==> src/rtl/lpm_flag_pkg.sv <==
package lpm_flag_pkg;
  localparam int REG_W   = 32;
  localparam int DSEL_W  = 3;
  localparam int NUM_DOM = 2;

  // bit positions of the status/control word
  localparam int B_DSEL  = 0;
  localparam int B_HOLDF = 4;
  localparam int B_STOPF = 5;
  localparam int B_SBF   = 6;
  localparam int B_DSBF  = 7;
  localparam int B_CLR   = 9;
  localparam int B_HOLD  = 10;
  localparam int B_KEEP  = 11;

  typedef struct packed {
    logic [DSEL_W-1:0] dsel;
    logic              hold;
    logic              keep;
  } ctl_t;

  // next state of a sticky flag: set dominates, clear may be blocked
  function automatic logic flag_next(logic q, logic set, logic clr, logic blk);
    return set | (q & ~(clr & ~blk));
  endfunction

  function automatic ctl_t unpack_ctl(logic [REG_W-1:0] w);
    ctl_t c;
    c.dsel = w[B_DSEL +: DSEL_W];
    c.hold = w[B_HOLD];
    c.keep = w[B_KEEP];
    return c;
  endfunction

  function automatic logic [REG_W-1:0] pack_status(ctl_t c, logic holdf, logic stopf,
                                                   logic sbf, logic [NUM_DOM-1:0] dsbf);
    logic [REG_W-1:0] r;
    r = '0;
    r[B_DSEL +: DSEL_W]  = c.dsel;
    r[B_HOLDF]           = holdf;
    r[B_STOPF]           = stopf;
    r[B_SBF]             = sbf;
    r[B_DSBF +: NUM_DOM] = dsbf;
    r[B_HOLD]            = c.hold;
    r[B_KEEP]            = c.keep;
    return r;
  endfunction
endpackage

==> src/rtl/lpm_sticky_flag.sv <==
module lpm_sticky_flag #(
  parameter int W = 1
) (
  input  logic         clk,
  input  logic         rst_n,
  input  logic [W-1:0] set_i,
  input  logic         clr_i,
  input  logic [W-1:0] blk_i,
  output logic [W-1:0] q_o
);
  import lpm_flag_pkg::*;

  for (genvar i = 0; i < W; i++) begin : g_flag
    always_ff @(posedge clk or negedge rst_n) begin
      if (!rst_n) q_o[i] <= 1'b0;
      else        q_o[i] <= flag_next(q_o[i], set_i[i], clr_i, blk_i[i]);
    end
  end
endmodule

==> src/rtl/lpm_ctl_store.sv <==
module lpm_ctl_store (
  input  logic                            clk,
  input  logic                            rst_n,
  input  logic                            we_i,
  input  logic [lpm_flag_pkg::REG_W-1:0]  wdata_i,
  output lpm_flag_pkg::ctl_t              ctl_o
);
  import lpm_flag_pkg::*;

  always_ff @(posedge clk or negedge rst_n) begin
    if (!rst_n)    ctl_o <= '0;
    else if (we_i) ctl_o <= unpack_ctl(wdata_i);
  end
endmodule

==> src/rtl/lpm_flag_regs.sv <==
module lpm_flag_regs
  import lpm_flag_pkg::*;
(
  input  logic               clk,
  input  logic               por_n,
  input  logic               sys_rst_n,
  input  logic               reg_we,
  input  logic [REG_W-1:0]   reg_wdata,
  output logic [REG_W-1:0]   reg_rdata,
  input  logic               evt_hold_wake,
  input  logic               evt_stop,
  input  logic               evt_sys_stby,
  input  logic [NUM_DOM-1:0] evt_dom_stby,
  input  logic [NUM_DOM-1:0] dom_in_stby,
  output logic [DSEL_W-1:0]  dsel_o,
  output logic               hold_ctl_o,
  output logic               keep_run_o
);
  // any reset class clears the system-reset domain
  logic rst_sys_n;
  assign rst_sys_n = por_n & sys_rst_n;

  // clear command: write strobe with command bit, never stored
  logic clr_cmd;
  assign clr_cmd = reg_we & reg_wdata[B_CLR];

  logic [1:0]         core_q;    // [1]=stop, [0]=hold-wakeup
  logic               sbf_q;
  logic [NUM_DOM-1:0] dsbf_q;
  ctl_t               ctl_q;

  lpm_sticky_flag #(.W(2)) u_core_flags (
    .clk  (clk),
    .rst_n(rst_sys_n),
    .set_i({evt_stop, evt_hold_wake}),
    .clr_i(clr_cmd),
    .blk_i(2'b00),
    .q_o  (core_q)
  );

  lpm_sticky_flag #(.W(1)) u_sys_stby_flag (
    .clk  (clk),
    .rst_n(por_n),
    .set_i(evt_sys_stby),
    .clr_i(clr_cmd),
    .blk_i(1'b0),
    .q_o  (sbf_q)
  );

  lpm_sticky_flag #(.W(NUM_DOM)) u_dom_flags (
    .clk  (clk),
    .rst_n(rst_sys_n),
    .set_i(evt_dom_stby),
    .clr_i(clr_cmd),
    .blk_i(dom_in_stby),
    .q_o  (dsbf_q)
  );

  lpm_ctl_store u_ctl (
    .clk    (clk),
    .rst_n  (rst_sys_n),
    .we_i   (reg_we),
    .wdata_i(reg_wdata),
    .ctl_o  (ctl_q)
  );

  assign reg_rdata  = pack_status(ctl_q, core_q[0], core_q[1], sbf_q, dsbf_q);
  assign dsel_o     = ctl_q.dsel;
  assign hold_ctl_o = ctl_q.hold;
  assign keep_run_o = ctl_q.keep;
endmodule

==> config.mk <==
export PLATFORM = sky130hd
export DESIGN_NAME = lpm_flag_regs
export DESIGN_NICKNAME = d
export VERILOG_FILES = /design/src/rtl/lpm_flag_pkg.sv /design/src/rtl/lpm_sticky_flag.sv /design/src/rtl/lpm_ctl_store.sv /design/src/rtl/lpm_flag_regs.sv
export SDC_FILE = /design/constraint.sdc
export NUM_CORES = 1
export LEC_CHECK = 0
export BUFFER_PORTS_ARGS = -buffer_cell sky130_fd_sc_hd__buf_2
export CAP_MARGIN = 20
export CORE_AREA = 2 2 47 49
export CTS_CLUSTER_SIZE = 8
export DETAILED_ROUTE_END_ITERATION = 16
export DIE_AREA = 0 0 49 51
export GPL_TIMING_DRIVEN = 1
export PLACE_DENSITY = 0.79
export SETUP_SLACK_MARGIN = 0.15
export SYNTH_ARGS = -nofsm -noshare
export SYNTH_HDL_FRONTEND = slang
export SYNTH_SLANG_ARGS = --single-unit
==> constraint.sdc <==
create_clock -name clk -period 1.4 [get_ports clk]
set_clock_uncertainty 0.15 [all_clocks]
set_input_delay 0.14 -clock clk [delete_from_list [all_inputs] [get_ports clk]]
set_output_delay 0.14 -clock clk [all_outputs]
set_load 0.05 [all_outputs]
After elaboration in Yosys (flattened, before gate mapping)
Cells that the tools add are included.
Widths: inputs -> output; s select.
{"block": "word_totals", "regBits": 10, "latch_bits": 0, "mem_bits_rw": 0, "romBits": 0, "in_bits": 43, "out_inout_bits": 37, "mem_count": 0}
{"block": "classes", "n_addsub": 0, "n_mul": 0, "n_div": 0, "order_cmp": 0, "eq_ne": 0, "shift": 0, "muxes": 0, "n_bitwise": 19, "n_reduce_logical": 0}
{"cell": "$and 1x1->1", "n": 9}
{"cell": "$not 1->1", "n": 5}
{"cell": "$or 1x1->1", "n": 5}

Logic depth before layout (Yosys ltp)
Gate-level depths: netlist of run 1.
{"block": "logic_depth", "ltp_word": 5, "depth_mapped": 3, "depth_no_buf": 2}

Cells and area by module
Synthesis of run 1 repeated with hierarchy kept, for this count alone.
{"block": "unflattened", "hier_cells": 56, "hier_area_um2": 601.8}
{"module": "lpm_flag_regs", "n_inst": 1, "cells_per_inst": 31, "area_each_um2": 226.5, "seq_area_each_um2": 0.0}
{"module": "lpm_ctl_store", "n_inst": 1, "cells_per_inst": 10, "area_each_um2": 181.4, "seq_area_each_um2": 125.1}
{"module": "lpm_sticky_flag at u_core_flags ...", "n_inst": 2, "cells_per_inst": 6, "area_each_um2": 77.6, "seq_area_each_um2": 50.0}
{"module": "lpm_sticky_flag at u_sys_stby_flag", "n_inst": 1, "cells_per_inst": 3, "area_each_um2": 38.8, "seq_area_each_um2": 25.0}

Least setup slack after synthesis of run 1
Ideal clock, no wire load.
{"block": "synth_path", "kind": "register to output", "start": "reg u_ctl.ctl_o[2] (netlist name)", "end": "out reg_rdata[0]", "arrival_ps": 904, "slack_ps": 206, "path_stages_with_launch": 2, "path_buffers": 1, "path_cell_list": "dfrtp_1 > buf_4"}
{"element": "from (decl)", "line": "lpm_ctl_store.sv:6", "source": "output lpm_flag_pkg::ctl_t ctl_o"}
{"element": "from (signal assigned)", "line": "lpm_ctl_store.sv:12", "source": "else if (we_i) ctl_o <= unpack_ctl(wdata_i);"}
{"element": "to (decl)", "line": "lpm_flag_regs.sv:9", "source": "output logic [REG_W-1:0] reg_rdata,"}
No word-level cell between the ends.

Final worst setup path of run 1
{"block": "layout_path", "start": "reg u_ctl.ctl_o[1] (netlist name)", "end": "out hold_ctl_o"}
{"element": "to (decl)", "line": "lpm_flag_regs.sv:16", "source": "output logic hold_ctl_o,"}
No word-level cell between the ends.

==> results of run 1 <==
where the power goes:
group	internal [W]	switching, W	leakage (nW)
Combinational	0.000100	0.000311	0.312
Clock	0.0000985	0.0000836	0.0138
Sequential	0.000313	0.0000175	0.115
Total	0.000511	0.000412	0.441
cell families after synthesis:
group	Yosys count	synth area share
AO/OA/AOI/OAI	5	0.0571
buffers and inverters	29	0.361
flip-flops	10	0.408
multiplexers	5	0.122
other	1	0.00612
AND/OR/NAND/NOR	6	0.0449
worst paths after layout:
kind                                               start                             to  slack [ns]  cells past startpoint
min reg2reg                u_core_flags.q_o[0]$_DFF_PN0_  u_core_flags.q_o[0]$_DFF_PN0_        0.34                      1
max reg2reg                   u_ctl.ctl_o[3]$_DFFE_PN0P_     u_ctl.ctl_o[3]$_DFFE_PN0P_        0.46                      1
min                                                por_n  u_sys_stby_flag.q_o$_DFF_PN0_        0.05                      2
max                           u_ctl.ctl_o[1]$_DFFE_PN0P_                     hold_ctl_o        0.21                      1
min in group clk                          dom_in_stby[0]   u_dom_flags.q_o[0]$_DFF_PN0_        0.05                      3
max in group asynchronous                          por_n  u_core_flags.q_o[1]$_DFF_PN0_        0.49                      3
registers in the layout, indices dropped and copies added (netlist names):
signal,cells
u_ctl.ctl_o,5
u_core_flags.q_o,2
u_dom_flags.q_o,2
u_sys_stby_flag.q_o,1
synthesized netlist by cell type, drive strengths merged:
library cell and n:
mux2 5, conb 1, dfrtp 10, nor2 4, buf 29, a31oi 2, nand2 1, a21o 3
and2 1
cell type report:
cell class | instances | area [um2] | area share
Sequential cell | 10 | 250 | 0.303
Clock buffer | 3 | 22.5 | 0.0273
Multi-Input combinational cell | 38 | 220 | 0.267
Timing Repair Buffer | 44 | 298 | 0.361
Tap cell | 28 | 35.0 | 0.0424
repair_timing:
action	CTS	global route
hold buffers	13	0
endpoints found under the hold margin	20	0
gates resized for setup	0	5
setup buffers	0	0
endpoints found under the setup margin	0	5
per-layer routing:
layer  global-route usage  routed length (um)  vias to the layer above
met5                    0                   0                        -
met4               0.0571                   0                        0
met3               0.0263                  71                        0
met2                0.176                 655                       23
met1               0.0951                 425                      215
li1                     -                   -                      211
cells in the final DEF (no fill, tap or decap):
cell,n
a21o_1,3
dlygate4sd3_1,13
a31oi_1,2
nand2_2,1
buf_2,26
and2_1,1
mux2_4,5
dfrtp_1,10
conb_1,22
clkbuf_4,8
nor2_1,4
metrics by stage:
step,area (um2),hold WS [ns]
CTS,813,0.0382
global route,826,0.0393
global placement,661,-0.227
detailed placement,661,-0.227
floorplan,692,-0.306
finish,826,0.0462
==> impl_metrics.yaml, run 1 <==
cells_and_area:
  nFillCells: 217
  design.final.nets: 140
  area_growth_syn_to_layout_pct: 34.7
  layout-drive-gt1-share: 0.421
  fin_cells: 123
  antennaDiodeCount: 0
  utilization: 0.400
clock_network:
  cts_max_level: 1
  cts_bufs_inserted: 3
  clock_slew_at_the_register_clock_pins_of_the_worst_setup_and_hold_paths_ns: 0.06
  clock-root-buffer: "clkbuf_4"
  worst_skew_pair.late_latency_ns: 0.25
  cts.path.max_buffers: 2
  tritoncts: "built"
  clkSinkCount: 10
global_route:
  grt_remaining_overflow: 0
  grt_start_max_net_pins: 10
  grt_pass1_vias: 427
  antenna_violations_before_repair: 0
  gr-usage-all-layers: 0.0950
  grt_first_pass_wirelength_um: 1750
detailed_routing:
  num_vias: 449
  first_pass_iters: 2
  route.antenna.remaining_nets: 0
  drt-total-wl_um: 1150
  routed_wire_length_per_instance_um: 9.36
  drc: 0
  number_of_violations_reported_at_the_end_of_detailed_routing_iteration_0: 2
  route.detailed.vias_per_inst: 3.65
timing:
  finalSetupTns_ns: 0
  min_period_over_period: 0.853
  final_period_demand_of_the_worst_path_ns: 1.19
  final-max-slew-violation-count: 0
  maxClockFrequency_mhz: 838
  layout_setup_ws_ns: 0.206
  hold_viol: 0
  setup_repair_after_global_routing_missed_its_margin: "yes"
  final_setup_viols: 0
worst_setup_path:
  crit_path_max_fanout: 3
  startpoint_type: "flop"
  worst_ep_required_time_ns: 1.11
  worstPathBufferInverterCount: 1
  slowest_stage: "dfrtp_1"
  worst_ep_arrival_time_ns: 0.90
  crit_path_max_incr_delay_ns: 0.37
  worstSetupEndpointType: "primary output"
  worstPathCellList: "buf_2"
  crit_type: "flop to primary output"
  crit_family: "flip-flops"
yosys:
  cell_types_occupying_the_most_area_after_synthesis: "dfrtp_1, buf_4, mux2_4, a21o_1, nor2_1"
  synth-warning-count: 0
  post_synth.cell_area_avg_um2: 10.9
  ys_seq_area_frac: 0.408
  ys_types: 10
  netlist_instances: 56
  mappedNetlistArea_um2: 613
  yosys.area.top_type_share: 0.408
  cell_type_with_the_highest_aggregate_area_in_the_netlist: "dfrtp_1"
  yosys_register_bits: 10
die:
  num_io_pins: 80
  coreArea_mm2: 0.00206
  initial_core_util: 0.297
  dieArea_mm2: 0.00250
  number_of_cell_rows: 17
  die_width_um: 49
  fp.dieH_um: 51
pwr:
  static-leakage-power_nw: 0.441
  max-vdd-ir-drop_uv: 373
  report.power.total_w: 0.000923
  power_density_mw_per_mm2: 1120
place:
  gp_routability_congestion: 0.682
  port_buffers: 31
  dp.cells: 107
  place_ws_ns: 0.429
hold_path:
  worst_hold_path_type: "input pin to asynchronous set/reset pin"
outcome:
  run_status: "complete, no violations"
run:
  timing.max_cap.violations: 0
(Power assumes the default switching activity.)
==> run 2: changes to the inputs <==
--- a/config.mk
+++ b/config.mk
@@ -7,12 +7,13 @@
 export LEC_CHECK = 0
 export BUFFER_PORTS_ARGS = -buffer_cell sky130_fd_sc_hd__buf_2
 export CAP_MARGIN = 20
-export CORE_AREA = 2 2 47 49
+export CORE_AREA = 2 2 50 52
+export CTS_CLUSTER_DIAMETER = 80
 export CTS_CLUSTER_SIZE = 8
 export DETAILED_ROUTE_END_ITERATION = 16
-export DIE_AREA = 0 0 49 51
+export DIE_AREA = 0 0 52 54
 export GPL_TIMING_DRIVEN = 1
-export PLACE_DENSITY = 0.79
+export PLACE_DENSITY = 0.74
 export SETUP_SLACK_MARGIN = 0.15
 export SYNTH_ARGS = -nofsm -noshare
 export SYNTH_HDL_FRONTEND = slang
==> constraint.sdc (replaced) <==
create_clock -name clk -period 1 [get_ports clk]
set_clock_uncertainty 0.15 [all_clocks]
set_input_delay 0.1 -clock clk [delete_from_list [all_inputs] [get_ports clk]]
set_output_delay 0.1 -clock clk [all_outputs]
set_load 0.05 [all_outputs]
==> run 2 against run 1 <==
The flow now finishes with violations (negative hold slack, negative setup slack); clock power up 58%; power up 53%; sequential share of layout area down 0.62 points; clock-buffer cell count up 1; critical path depth unchanged; hold slack worse by 0.18 ns; cell count down 1.6%; sequential power up 45%; die area up 12%; wire length up 3.9%; critical path type unchanged; largest power group unchanged.
==> impl_metrics.yaml, run 2 (synthesized netlist as in run 1, its figures left out) <==
timing:
  min_period_over_period: 1.10
  final_setup_viols: 19
  maxClockFrequency_mhz: 908
  layout_setup_ws_ns: -0.102
  final-max-slew-violation-count: 0
  minimum_hold_slack_ns: -0.137
  final_period_demand_of_the_worst_path_ns: 1.10
  setup_repair_after_global_routing_missed_its_margin: "yes"
  hold_viol: 11
run:
  timing.max_cap.violations: 0
clock_network:
  clock_slew_at_the_register_clock_pins_of_the_worst_setup_and_hold_paths_ns: 0.06
  cts.path.max_buffers: 2
  cts_bufs_inserted: 3
  tritoncts: "built"
  clkSinkCount: 10
  cts_max_level: 1
  clock-root-buffer: "clkbuf_4"
  worst_skew_pair.late_latency_ns: 0.26
die:
  die_width_um: 52
  number_of_cell_rows: 18
  dieArea_mm2: 0.00281
  num_io_pins: 80
  initial_core_util: 0.264
  fp.dieH_um: 54
  coreArea_mm2: 0.00232
hold_path:
  min_path_cells: 2
  hold-path-endpoint: "u_core_flags.q_o[0]$_DFF_PN0_"
  min_from: "evt_hold_wake"
  worst_hold_path_type: "input pin to flop"
detailed_routing:
  routed_wire_length_per_instance_um: 9.88
  num_vias: 437
  drc: 0
  number_of_violations_reported_at_the_end_of_detailed_routing_iteration_0: 6
  route.antenna.remaining_nets: 0
  first_pass_iters: 2
  drt-total-wl_um: 1200
  route.detailed.vias_per_inst: 3.61
place:
  detailedPlacementHpwl_um: 879
  gp_routability_congestion: 0.669
  port_buffers: 31
worst_setup_path:
  worstSetupEndpointType: "primary output"
  worst_ep_arrival_time_ns: 0.85
  slowest_stage: "dfrtp_2"
  worstPathBufferInverterCount: 1
  worstPathCellList: "buf_6"
  r2r.worst_path.cells: 2
  critical_path.reg2reg.startpoint: "u_ctl.ctl_o[0]$_DFFE_PN0P_"
  crit_path_max_incr_delay_ns: 0.43
  crit_family: "flip-flops"
  crit_path_max_fanout: 3
  timing.rr.end: "u_ctl.ctl_o[0]$_DFFE_PN0P_"
  worst_ep_required_time_ns: 0.75
  crit_type: "flop to primary output"
  timing.reg2reg.setup_slack_ns: -0.07
  startpoint_type: "flop"
cells_and_area:
  layout_common_cells: "conb_1, buf_6, buf_2, dfrtp_2, mux2_4"
  design.final.nets: 135
  largest_register_ffs: 5
  area_growth_syn_to_layout_pct: 43.7
  layout-drive-gt1-share: 0.637
  mostFrequentLayoutCell: "conb_1"
  nFillCells: 252
  antennaDiodeCount: 0
  largest_register: "u_ctl.ctl_o"
  largestRegisters: "u_ctl.ctl_o: 5 flops, u_core_flags.q_o: 2 flops, u_dom_flags.q_o: 2 flops"
pwr:
  report.power.total_w: 0.00141
  static-leakage-power_nw: 0.455
  max-vdd-ir-drop_uv: 864
  power_density_mw_per_mm2: 1600
global_route:
  grt_first_pass_wirelength_um: 1800
  grt_pass1_vias: 462
  grt_start_max_net_pins: 10
  antenna_violations_before_repair: 0
  gr-usage-all-layers: 0.0915
  grt_remaining_overflow: 0
outcome:
  violations_in_the_final_reports: "negative hold slack, negative setup slack"
  run_status: "finished with violations"
-- run 2: layout make-up --
type / count / area (um2) / area share
repair buffers: 39 / 329 / 0.374
flip-flops and latches: 10 / 262 / 0.297
multi-input cells: 38 / 226 / 0.257
well taps: 30 / 37.5 / 0.0426
clock buffers: 4 / 26.3 / 0.0298
-- run 2: worst max path at each step --
| stage | from | endpoint | depth (start not counted) |
|---|---|---|---|
| 2_1_floorplan | u_ctl.ctl_o[0]$_DFFE_PN0P_ | u_ctl.ctl_o[0]$_DFFE_PN0P_ | 1 |
| 3_3_place_gp | reg_we | u_ctl.ctl_o[2]$_DFFE_PN0P_ | 2 |
| 3_5_place_dp | u_ctl.ctl_o[3]$_DFFE_PN0P_ | u_ctl.ctl_o[3]$_DFFE_PN0P_ | 1 |
| 4_1_cts | u_ctl.ctl_o[3]$_DFFE_PN0P_ | reg_rdata[1] | 1 |
| 5_1_grt | u_ctl.ctl_o[0]$_DFFE_PN0P_ | reg_rdata[11] | 1 |
| 6_report | u_ctl.ctl_o[0]$_DFFE_PN0P_ | reg_rdata[11] | 1 |
-- run 2: repair_timing --
item / in CTS / in global routing
hold buffers: 1 / 1
gates resized for setup: 32 / 5
buffers inserted: 2 / 4
pin swaps: 0 / 1
endpoints found under the setup margin: 20 / 30
hold endpoints to repair: 20 / 20
-- run 2: where the power goes --
| part | switching, W | internal (W) | leakage (nW) |
|---|---|---|---|
| Sequential | 0.0000362 | 0.000443 | 0.106 |
| Combinational | 0.000440 | 0.000203 | 0.334 |
| Clock | 0.000132 | 0.000154 | 0.0150 |
| Total | 0.000609 | 0.000800 | 0.455 |
-- run 2: metrics by stage --
stage                     instances   util  instance area, um2  setup slack, ns  setup TNS, ns
after floorplan                  77      -                 703          -0.0655         -0.353
after global placement          109  0.291                 674           0.0728              0
after detailed placement        109  0.291                 674           0.0715              0
after CTS                       116  0.357                 827           -0.106          -1.56
after global routing            121  0.380                 881           -0.140          -2.18
final                           121  0.380                 881           -0.102          -1.60
-- run 2: routing by layer --
| metal | routed length [um] | global-route usage | vias to the layer above |
|---|---|---|---|
| met5 | 0 | 0 | - |
| li1 | - | - | 198 |
| met2 | 724 | 0.205 | 35 |
| met1 | 352 | 0.0606 | 204 |
| met4 | 0 | 0.0307 | 0 |
| met3 | 118 | 0.0444 | 0 |
